**src/rtl/gsched_pkg.sv**
```systemverilog
package gsched_pkg;
   typedef enum logic [0:0] {
      SCH_OFF = 1'b0,
      SCH_RUN = 1'b1
   } sch_state_e;
endpackage

```
**src/rtl/gsched_table.sv**
```systemverilog
module gsched_table #(
   parameter int NUM_TC      = 8,
   parameter int MAX_ENTRIES = 16,
   parameter int IVL_W       = 24,
   localparam int IDX_W      = $clog2(MAX_ENTRIES),
   localparam int CNT_W      = $clog2(MAX_ENTRIES + 1)
) (
   input  logic              clk_i,
   input  logic              rst_ni,
   input  logic              wr_en_i,
   input  logic [IDX_W-1:0]  wr_idx_i,
   input  logic [NUM_TC-1:0] wr_mask_i,
   input  logic [IVL_W-1:0]  wr_ivl_i,
   input  logic [IDX_W-1:0]  rd_idx_i,
   input  logic [CNT_W-1:0]  chk_count_i,
   output logic [NUM_TC-1:0] rd_mask_o,
   output logic [IVL_W-1:0]  rd_ivl_o,
   output logic              zero_hit_o
);
   logic [NUM_TC-1:0] mask_q [MAX_ENTRIES];
   logic [IVL_W-1:0]  ivl_q  [MAX_ENTRIES];
   logic              idx_ok;

   assign idx_ok = {1'b0, wr_idx_i} < (IDX_W+1)'(MAX_ENTRIES);

   for (genvar e = 0; e < MAX_ENTRIES; e++) begin : g_slot
      always_ff @(posedge clk_i or negedge rst_ni) begin
         if (!rst_ni) begin
            mask_q[e] <= '0;
            ivl_q[e]  <= '0;
         end else if (wr_en_i && idx_ok && (wr_idx_i == IDX_W'(e))) begin
            mask_q[e] <= wr_mask_i;
            ivl_q[e]  <= wr_ivl_i;
         end
      end
   end

   assign rd_mask_o = mask_q[rd_idx_i];
   assign rd_ivl_o  = ivl_q[rd_idx_i];

   always_comb begin
      zero_hit_o = 1'b0;
      for (int e = 0; e < MAX_ENTRIES; e++) begin
         if ((CNT_W'(e) < chk_count_i) && (ivl_q[e] == '0)) zero_hit_o = 1'b1;
      end
   end
endmodule

```
**src/rtl/gsched_timer.sv**
```systemverilog
module gsched_timer #(
   parameter int IVL_W   = 24,
   parameter int TICK_NS = 10,
   localparam int SUM_W  = IVL_W + 1
) (
   input  logic             clk_i,
   input  logic             rst_ni,
   input  logic             restart_i,
   input  logic             tick_en_i,
   input  logic [IVL_W-1:0] ivl_i,
   output logic             expire_o
);
   logic [IVL_W-1:0] elapsed_q;
   logic [SUM_W-1:0] next_sum;

   assign next_sum = {1'b0, elapsed_q} + SUM_W'(TICK_NS);
   assign expire_o = tick_en_i && !restart_i && (next_sum >= {1'b0, ivl_i});

   always_ff @(posedge clk_i or negedge rst_ni) begin
      if (!rst_ni)          elapsed_q <= '0;
      else if (restart_i)   elapsed_q <= '0;
      else if (expire_o)    elapsed_q <= '0;
      else if (tick_en_i)   elapsed_q <= next_sum[IVL_W-1:0];
   end
endmodule

```
**src/rtl/gsched_seq.sv**
```systemverilog
module gsched_seq
   import gsched_pkg::*;
#(
   parameter int MAX_ENTRIES = 16,
   localparam int IDX_W      = $clog2(MAX_ENTRIES),
   localparam int CNT_W      = $clog2(MAX_ENTRIES + 1)
) (
   input  logic             clk_i,
   input  logic             rst_ni,
   input  logic             enable_i,
   input  logic [CNT_W-1:0] num_entries_i,
   input  logic             zero_hit_i,
   input  logic             expire_i,
   input  logic             peer_event_i,
   output logic             run_o,
   output logic             restart_o,
   output logic [IDX_W-1:0] idx_o,
   output logic             chg_o,
   output logic             conflict_o,
   output logic             cfg_err_o
);
   sch_state_e       state_q;
   logic             en_q;
   logic [CNT_W-1:0] num_q;
   logic [IDX_W-1:0] idx_q;
   logic             chg_q, conflict_q, cfg_q;
   logic             num_bad, start_bad, at_last;

   assign restart_o = enable_i && !en_q;
   assign num_bad   = (num_entries_i == '0) ||
                      (num_entries_i > CNT_W'(MAX_ENTRIES));
   assign start_bad = num_bad || zero_hit_i;
   assign at_last   = (CNT_W'(idx_q) == (num_q - CNT_W'(1)));

   always_ff @(posedge clk_i or negedge rst_ni) begin
      if (!rst_ni) begin
         en_q       <= 1'b0;
         state_q    <= SCH_OFF;
         num_q      <= '0;
         idx_q      <= '0;
         chg_q      <= 1'b0;
         conflict_q <= 1'b0;
         cfg_q      <= 1'b0;
      end else begin
         en_q <= enable_i;
         if (chg_q && peer_event_i) conflict_q <= 1'b1;
         if (restart_o) begin
            state_q    <= start_bad ? SCH_OFF : SCH_RUN;
            num_q      <= num_entries_i;
            idx_q      <= '0;
            chg_q      <= !start_bad;
            cfg_q      <= start_bad;
            conflict_q <= 1'b0;
         end else if (!enable_i) begin
            state_q <= SCH_OFF;
            chg_q   <= 1'b0;
         end else if ((state_q == SCH_RUN) && expire_i) begin
            idx_q <= at_last ? '0 : idx_q + IDX_W'(1);
            chg_q <= 1'b1;
         end else begin
            chg_q <= 1'b0;
         end
      end
   end

   assign run_o      = (state_q == SCH_RUN);
   assign idx_o      = idx_q;
   assign chg_o      = chg_q;
   assign conflict_o = conflict_q;
   assign cfg_err_o  = cfg_q;
endmodule

```
**src/rtl/gate_sched.sv**
```systemverilog
module gate_sched #(
   parameter int NUM_TC      = 8,
   parameter int MAX_ENTRIES = 16,
   parameter int IVL_W       = 24,
   parameter int TICK_NS     = 10,
   parameter bit REG_GATE    = 1'b0,
   localparam int IDX_W      = $clog2(MAX_ENTRIES),
   localparam int CNT_W      = $clog2(MAX_ENTRIES + 1)
) (
   input  logic              clk_i,
   input  logic              rst_ni,
   input  logic              wr_en_i,
   input  logic [IDX_W-1:0]  wr_idx_i,
   input  logic [NUM_TC-1:0] wr_mask_i,
   input  logic [IVL_W-1:0]  wr_ivl_i,
   input  logic [CNT_W-1:0]  num_entries_i,
   input  logic              enable_i,
   input  logic              tick_i,
   input  logic              peer_event_i,
   output logic [NUM_TC-1:0] gate_o,
   output logic              entry_chg_o,
   output logic              conflict_err_o,
   output logic              cfg_err_o
);
   if (NUM_TC < 1 || MAX_ENTRIES < 2 || IVL_W < 2 || TICK_NS < 1 ||
       TICK_NS >= (2 ** IVL_W)) begin : g_param_bad
      $error("gate_sched: illegal parameter set");
   end

   logic              run, restart, expire, zero_hit, chg;
   logic [IDX_W-1:0]  idx;
   logic [NUM_TC-1:0] cur_mask, gate_d;
   logic [IVL_W-1:0]  cur_ivl;

   gsched_table #(
      .NUM_TC(NUM_TC), .MAX_ENTRIES(MAX_ENTRIES), .IVL_W(IVL_W)
   ) u_table (
      .clk_i(clk_i), .rst_ni(rst_ni),
      .wr_en_i(wr_en_i), .wr_idx_i(wr_idx_i),
      .wr_mask_i(wr_mask_i), .wr_ivl_i(wr_ivl_i),
      .rd_idx_i(idx), .chk_count_i(num_entries_i),
      .rd_mask_o(cur_mask), .rd_ivl_o(cur_ivl), .zero_hit_o(zero_hit)
   );

   gsched_timer #(.IVL_W(IVL_W), .TICK_NS(TICK_NS)) u_timer (
      .clk_i(clk_i), .rst_ni(rst_ni),
      .restart_i(restart), .tick_en_i(tick_i && run),
      .ivl_i(cur_ivl), .expire_o(expire)
   );

   gsched_seq #(.MAX_ENTRIES(MAX_ENTRIES)) u_seq (
      .clk_i(clk_i), .rst_ni(rst_ni),
      .enable_i(enable_i), .num_entries_i(num_entries_i),
      .zero_hit_i(zero_hit), .expire_i(expire), .peer_event_i(peer_event_i),
      .run_o(run), .restart_o(restart), .idx_o(idx), .chg_o(chg),
      .conflict_o(conflict_err_o), .cfg_err_o(cfg_err_o)
   );

   assign gate_d = run ? cur_mask : '1;

   if (REG_GATE) begin : g_reg_out
      always_ff @(posedge clk_i or negedge rst_ni) begin
         if (!rst_ni) begin
            gate_o      <= '1;
            entry_chg_o <= 1'b0;
         end else begin
            gate_o      <= gate_d;
            entry_chg_o <= chg;
         end
      end
   end else begin : g_comb_out
      assign gate_o      = gate_d;
      assign entry_chg_o = chg;
   end
endmodule

```
**config.mk**
```make
export PLATFORM = sky130hd
export DESIGN_NAME = gate_sched
export DESIGN_NICKNAME = d
export VERILOG_FILES = /design/src/rtl/gsched_pkg.sv /design/src/rtl/gsched_table.sv /design/src/rtl/gsched_timer.sv /design/src/rtl/gsched_seq.sv /design/src/rtl/gate_sched.sv
export SDC_FILE = /design/constraint.sdc
export NUM_CORES = 1
export LEC_CHECK = 0
export BUFFER_PORTS_ARGS = -buffer_cell sky130_fd_sc_hd__clkbuf_2
export CORE_UTILIZATION = 60
export CTS_CLUSTER_SIZE = 12
export DETAILED_ROUTE_END_ITERATION = 8
export PLACE_DENSITY = 0.76
export SLEW_MARGIN = 0
export SYNTH_ARGS = -nofsm -noshare
export SYNTH_HDL_FRONTEND = slang
export SYNTH_SLANG_ARGS = --single-unit
```
**constraint.sdc**
```tcl
create_clock -name clk_i -period 11.6 [get_ports clk_i]
set_input_delay 2.32 -clock clk_i [delete_from_list [all_inputs] [get_ports clk_i]]
set_output_delay 2.32 -clock clk_i [all_outputs]
set_load 0.05 [all_outputs]
```
==> run_results.csv <==
group,metric,value,unit
status,run_status,"completed",
critical_path,max_stage_delay,0.84,ns
synthesis,syn-instance-count,1831,
clock_network,cts_max_level,2,
clock_network,cts_hold_buf,0,
critical_path,path_common_cell,"mux4_2",
detailed_routing,dr.first_iter.drc_count,1753,
cells_and_area,finalNonFillerCells,2444,
critical_path,critical-path-top-delay-family,"multiplexers",
synthesis,synth_nets,1904,
detailed_routing,detail_route.first_pass.iterations,5,
detailed_routing,post_drt_via_cell_ratio,6.95,
floorplanning,floorplan.io_pins,58,
floorplanning,core.rowCount,76,
run,cap_viol_max_count,0,
cells_and_area,syn2layout_area_growth,9.28,%
detailed_routing,detail_route.drc_violations,0,
timing,setup_violations,0,
clock_network,clk_root_buffer_cell,"clkbuf_16",
critical_path,crit_arrival,3.74,ns
synthesis,synthDominantCellAreaShare,0.518,
synthesis,asyncSetResetFlopFracSynth,1.00,
clock_network,cts.repair.resized,0,
clock_network,cts-root-to-sink-buffers,3,
global_route,grt_use_total,0.331,
detailed_routing,routed_wl,70900,microns
critical_path,timing_worst_setup_path_type,"reg2out",
global_route,antenna_found_initial,3,
timing,finClkSkew,0.0245,ns
synthesis,synthesis.area,0.0265,sq mm
timing,fmax,165,MHz
floorplanning,floorplan.core_area,0.0434,sq mm
synthesis,synth.yosys.seq_area_share,0.518,
critical_path,crit_path_max_fanout,106,
timing,timing.final.crit_share,0.522,
synthesis,synth.ff_latch_count,549,
clock_network,tritoncts_num_sinks,549,
detailed_routing,vias,17000,
synthesis,synth_area_per_cell,14.5,sq um
timing,setup_repair_after_global_routing_missed_its_margin,"false",
synthesis,yosysTopAreaCell,"dfrtp_1",
power_and_ir_drop,power_per_cell_area,184,mW/mm^2
synthesis,ys_top_cells_by_area,"dfrtp_1 52%, mux2_2 22%, mux4_2 13%",
critical_path,slowest_stage,"dfrtp_4",
place,dpl.hpwl,46400,microns
synthesis,netlist-cell-type-count,53,
clock_network,cts_tree,"done",
cells_and_area,post-route-util,0.669,
detailed_routing,wl_per_cell,29.0,microns
synthesis,synthMostInstantiatedCell,"dfrtp_1",
clock_network,cts_inserted_buffers,55,
timing,timing.setup.tns,0,ns
cells_and_area,total_number_of_nets_in_the_final_design,1902,
synthesis,synth.yosys.warnings,0,
critical_path,critical_path.cell_chain,"buf_12 > mux4_2 > mux4_2 > nand2b_1 > clkbuf_2",
global_route,grt_start_max_net_pins,173,
floorplanning,chipHeight,212,microns
synthesis,most_frequent_cells_after_synthesis,"549 x dfrtp_1, 513 x mux2_2, 157 x mux4_2",
critical_path,crit_end_category,"output port",
global_route,first_global_vias,17600,
critical_path,worst_setup_path_start_kind,"flip-flop",
floorplanning,initial_core_util,0.612,
timing,slew_headroom,0.162,
worst_hold_path,timing.hold.worst.class,"reg2reg",
cells_and_area,n_fill_cell,3112,
timing,fin_hold_ws,0.497,ns
timing,transition_time_at_the_pin_with_the_least_slew_margin,1.26,ns
global_route,wire_length_of_the_first_global_routing_pass,110000,microns
synthesis,ys.flop_type,"dfrtp_1",
critical_path,crit_required,9.28,ns
critical_path,path_buf_inv,2,
synthesis,synth_enable_flop_cells,0,
place,gp_congestion,0.937,
place,io_buffer_count,57,
cells_and_area,drive_gt1_frac,0.460,
clock_network,postCtsSetupBuffers,0,
cells_and_area,multi_input_comb_area,0.0122,sq mm
power_and_ir_drop,vdd_drop_max,0.131,mV
timing,finalCriticalPeriod,6.06,ns
floorplanning,die_area,0.0451,sq mm
power_and_ir_drop,static-leakage-power,12.0,nW
floorplanning,die_w,212,microns
clock_network,worstSkewPairLatency,0.62,ns
detailed_routing,drtAntennaViolNets,0,
timing,finalMaxSlewViolations,0,
clock_network,clkSlewWorstSetupHoldPaths,0.06,ns
place,placed_cells_incl_taps,2357,
cells_and_area,seqCellArea,0.0137,sq mm
global_route,globalRoute.totalOverflow,0,
timing,hold_violations,0,
-- metrics by stage --
| step | worst slack (ns) | total power, mW | area, sq um |
|---|---|---|---|
| 4_1_cts | 5.45 | 5.33 | 29000 |
| 2_1_floorplan | 6.89 | 3.25 | 26500 |
| 3_3_place_gp | 6.12 | 3.57 | 27300 |
| 3_5_place_dp | 6.09 | 3.63 | 27300 |
| 5_1_grt | 5.29 | 5.53 | 29000 |
| 6_report | 5.54 | 5.33 | 29000 |
-- final cells by class --
cell class / count / area share
Inverter: 35 / 0.00453
Tap cell: 585 / 0.0252
Clock inverter: 6 / 0.00254
Sequential cell: 549 / 0.474
Timing Repair Buffer: 82 / 0.0179
Clock buffer: 80 / 0.0555
Antenna cell: 1 / 0.0000863
Multi-Input combinational cell: 1106 / 0.420
-- sequential cells by signal, summed over array words and instances (netlist names) --
name	cells
u_timer.elapsed_q	23
u_seq.num_q	5
u_seq.en_q	1
u_seq.cfg_err_o	1
u_table.ivl_q	384
u_seq.run_o	1
u_seq.idx_o	4
u_table.mask_q	128
u_seq.chg_o	1
u_seq.conflict_o	1
-- worst min-delay path: stages (launching register included) --
cell and delay [ns]:
dfrtp_1 0.34, a21oi_1 0.04, nor2_1 0.07
-- cells by family (layout without fill, tap and decap cells) --
family | after synthesis | after routing | share of synthesized area
AND/OR/NAND/NOR | 294 | 294 | 0.0595
other | 0 | 1 | 0
AO/OA/AOI/OAI | 90 | 90 | 0.0246
multiplexers | 676 | 676 | 0.353
buffers and inverters | 176 | 203 | 0.0264
XOR/XNOR | 20 | 20 | 0.00660
flip-flops | 549 | 549 | 0.518
adder cells (fa/ha/maj) | 26 | 26 | 0.0123
-- power by group --
part / total, mW / internal (mW) / switching (mW) / leakage, nW
clock network: 1.71 / 0.972 / 0.733 / 0.832
logic: 0.928 / 0.546 / 0.382 / 4.37
registers: 2.70 / 2.34 / 0.359 / 6.77
-- cells in the final DEF (no fill, tap or decap), types with 9 or more instances in the layout --
master | netlist | final
buf_4 | 1 | 22
nor3_1 | 10 | 10
nand4_1 | 21 | 21
nor2_1 | 32 | 23
nor2_4 | 0 | 9
nand3_1 | 19 | 19
clkbuf_16 | 0 | 55
ha_1 | 26 | 26
nor4_1 | 100 | 100
clkbuf_8 | 0 | 14
a21oi_1 | 17 | 17
dfrtp_1 | 549 | 546
a32o_1 | 14 | 14
clkbuf_2 | 0 | 56
mux4_2 | 157 | 157
o21ai_0 | 10 | 10
clkbuf_1 | 97 | 11
nand2_1 | 66 | 65
nand2b_1 | 16 | 14
mux2_2 | 513 | 513
xnor2_1 | 15 | 15
inv_1 | 35 | 34
-- path summary, 6_finish.rpt --
check | slack, ns | end | cells past startpoint | from
worst max-delay path | 5.54 | gate_o[7] | 5 | u_seq.idx_o[0]
worst min-delay path | 0.50 | u_seq.conflict_o | 2 | u_seq.conflict_o
worst max register to register | 6.27 | u_seq.chg_o | 13 | u_seq.idx_o[0]
worst min register to register | 0.50 | u_seq.conflict_o | 2 | u_seq.conflict_o
max in group asynchronous | 8.17 | u_table.mask_q[88] | 2 | rst_ni
min in group asynchronous | 1.80 | u_table.mask_q[70] | 1 | rst_ni
-- per-layer routing --
metal	GRT usage	wire length [microns]	vias to the layer above
met5	0	26	-
met4	0.134	2890	4
met3	0.0675	5920	169
met2	0.503	32900	812
met1	0.472	29200	9052
li1	-	-	6940
Note: power is estimated with default switching activity, not from simulation.
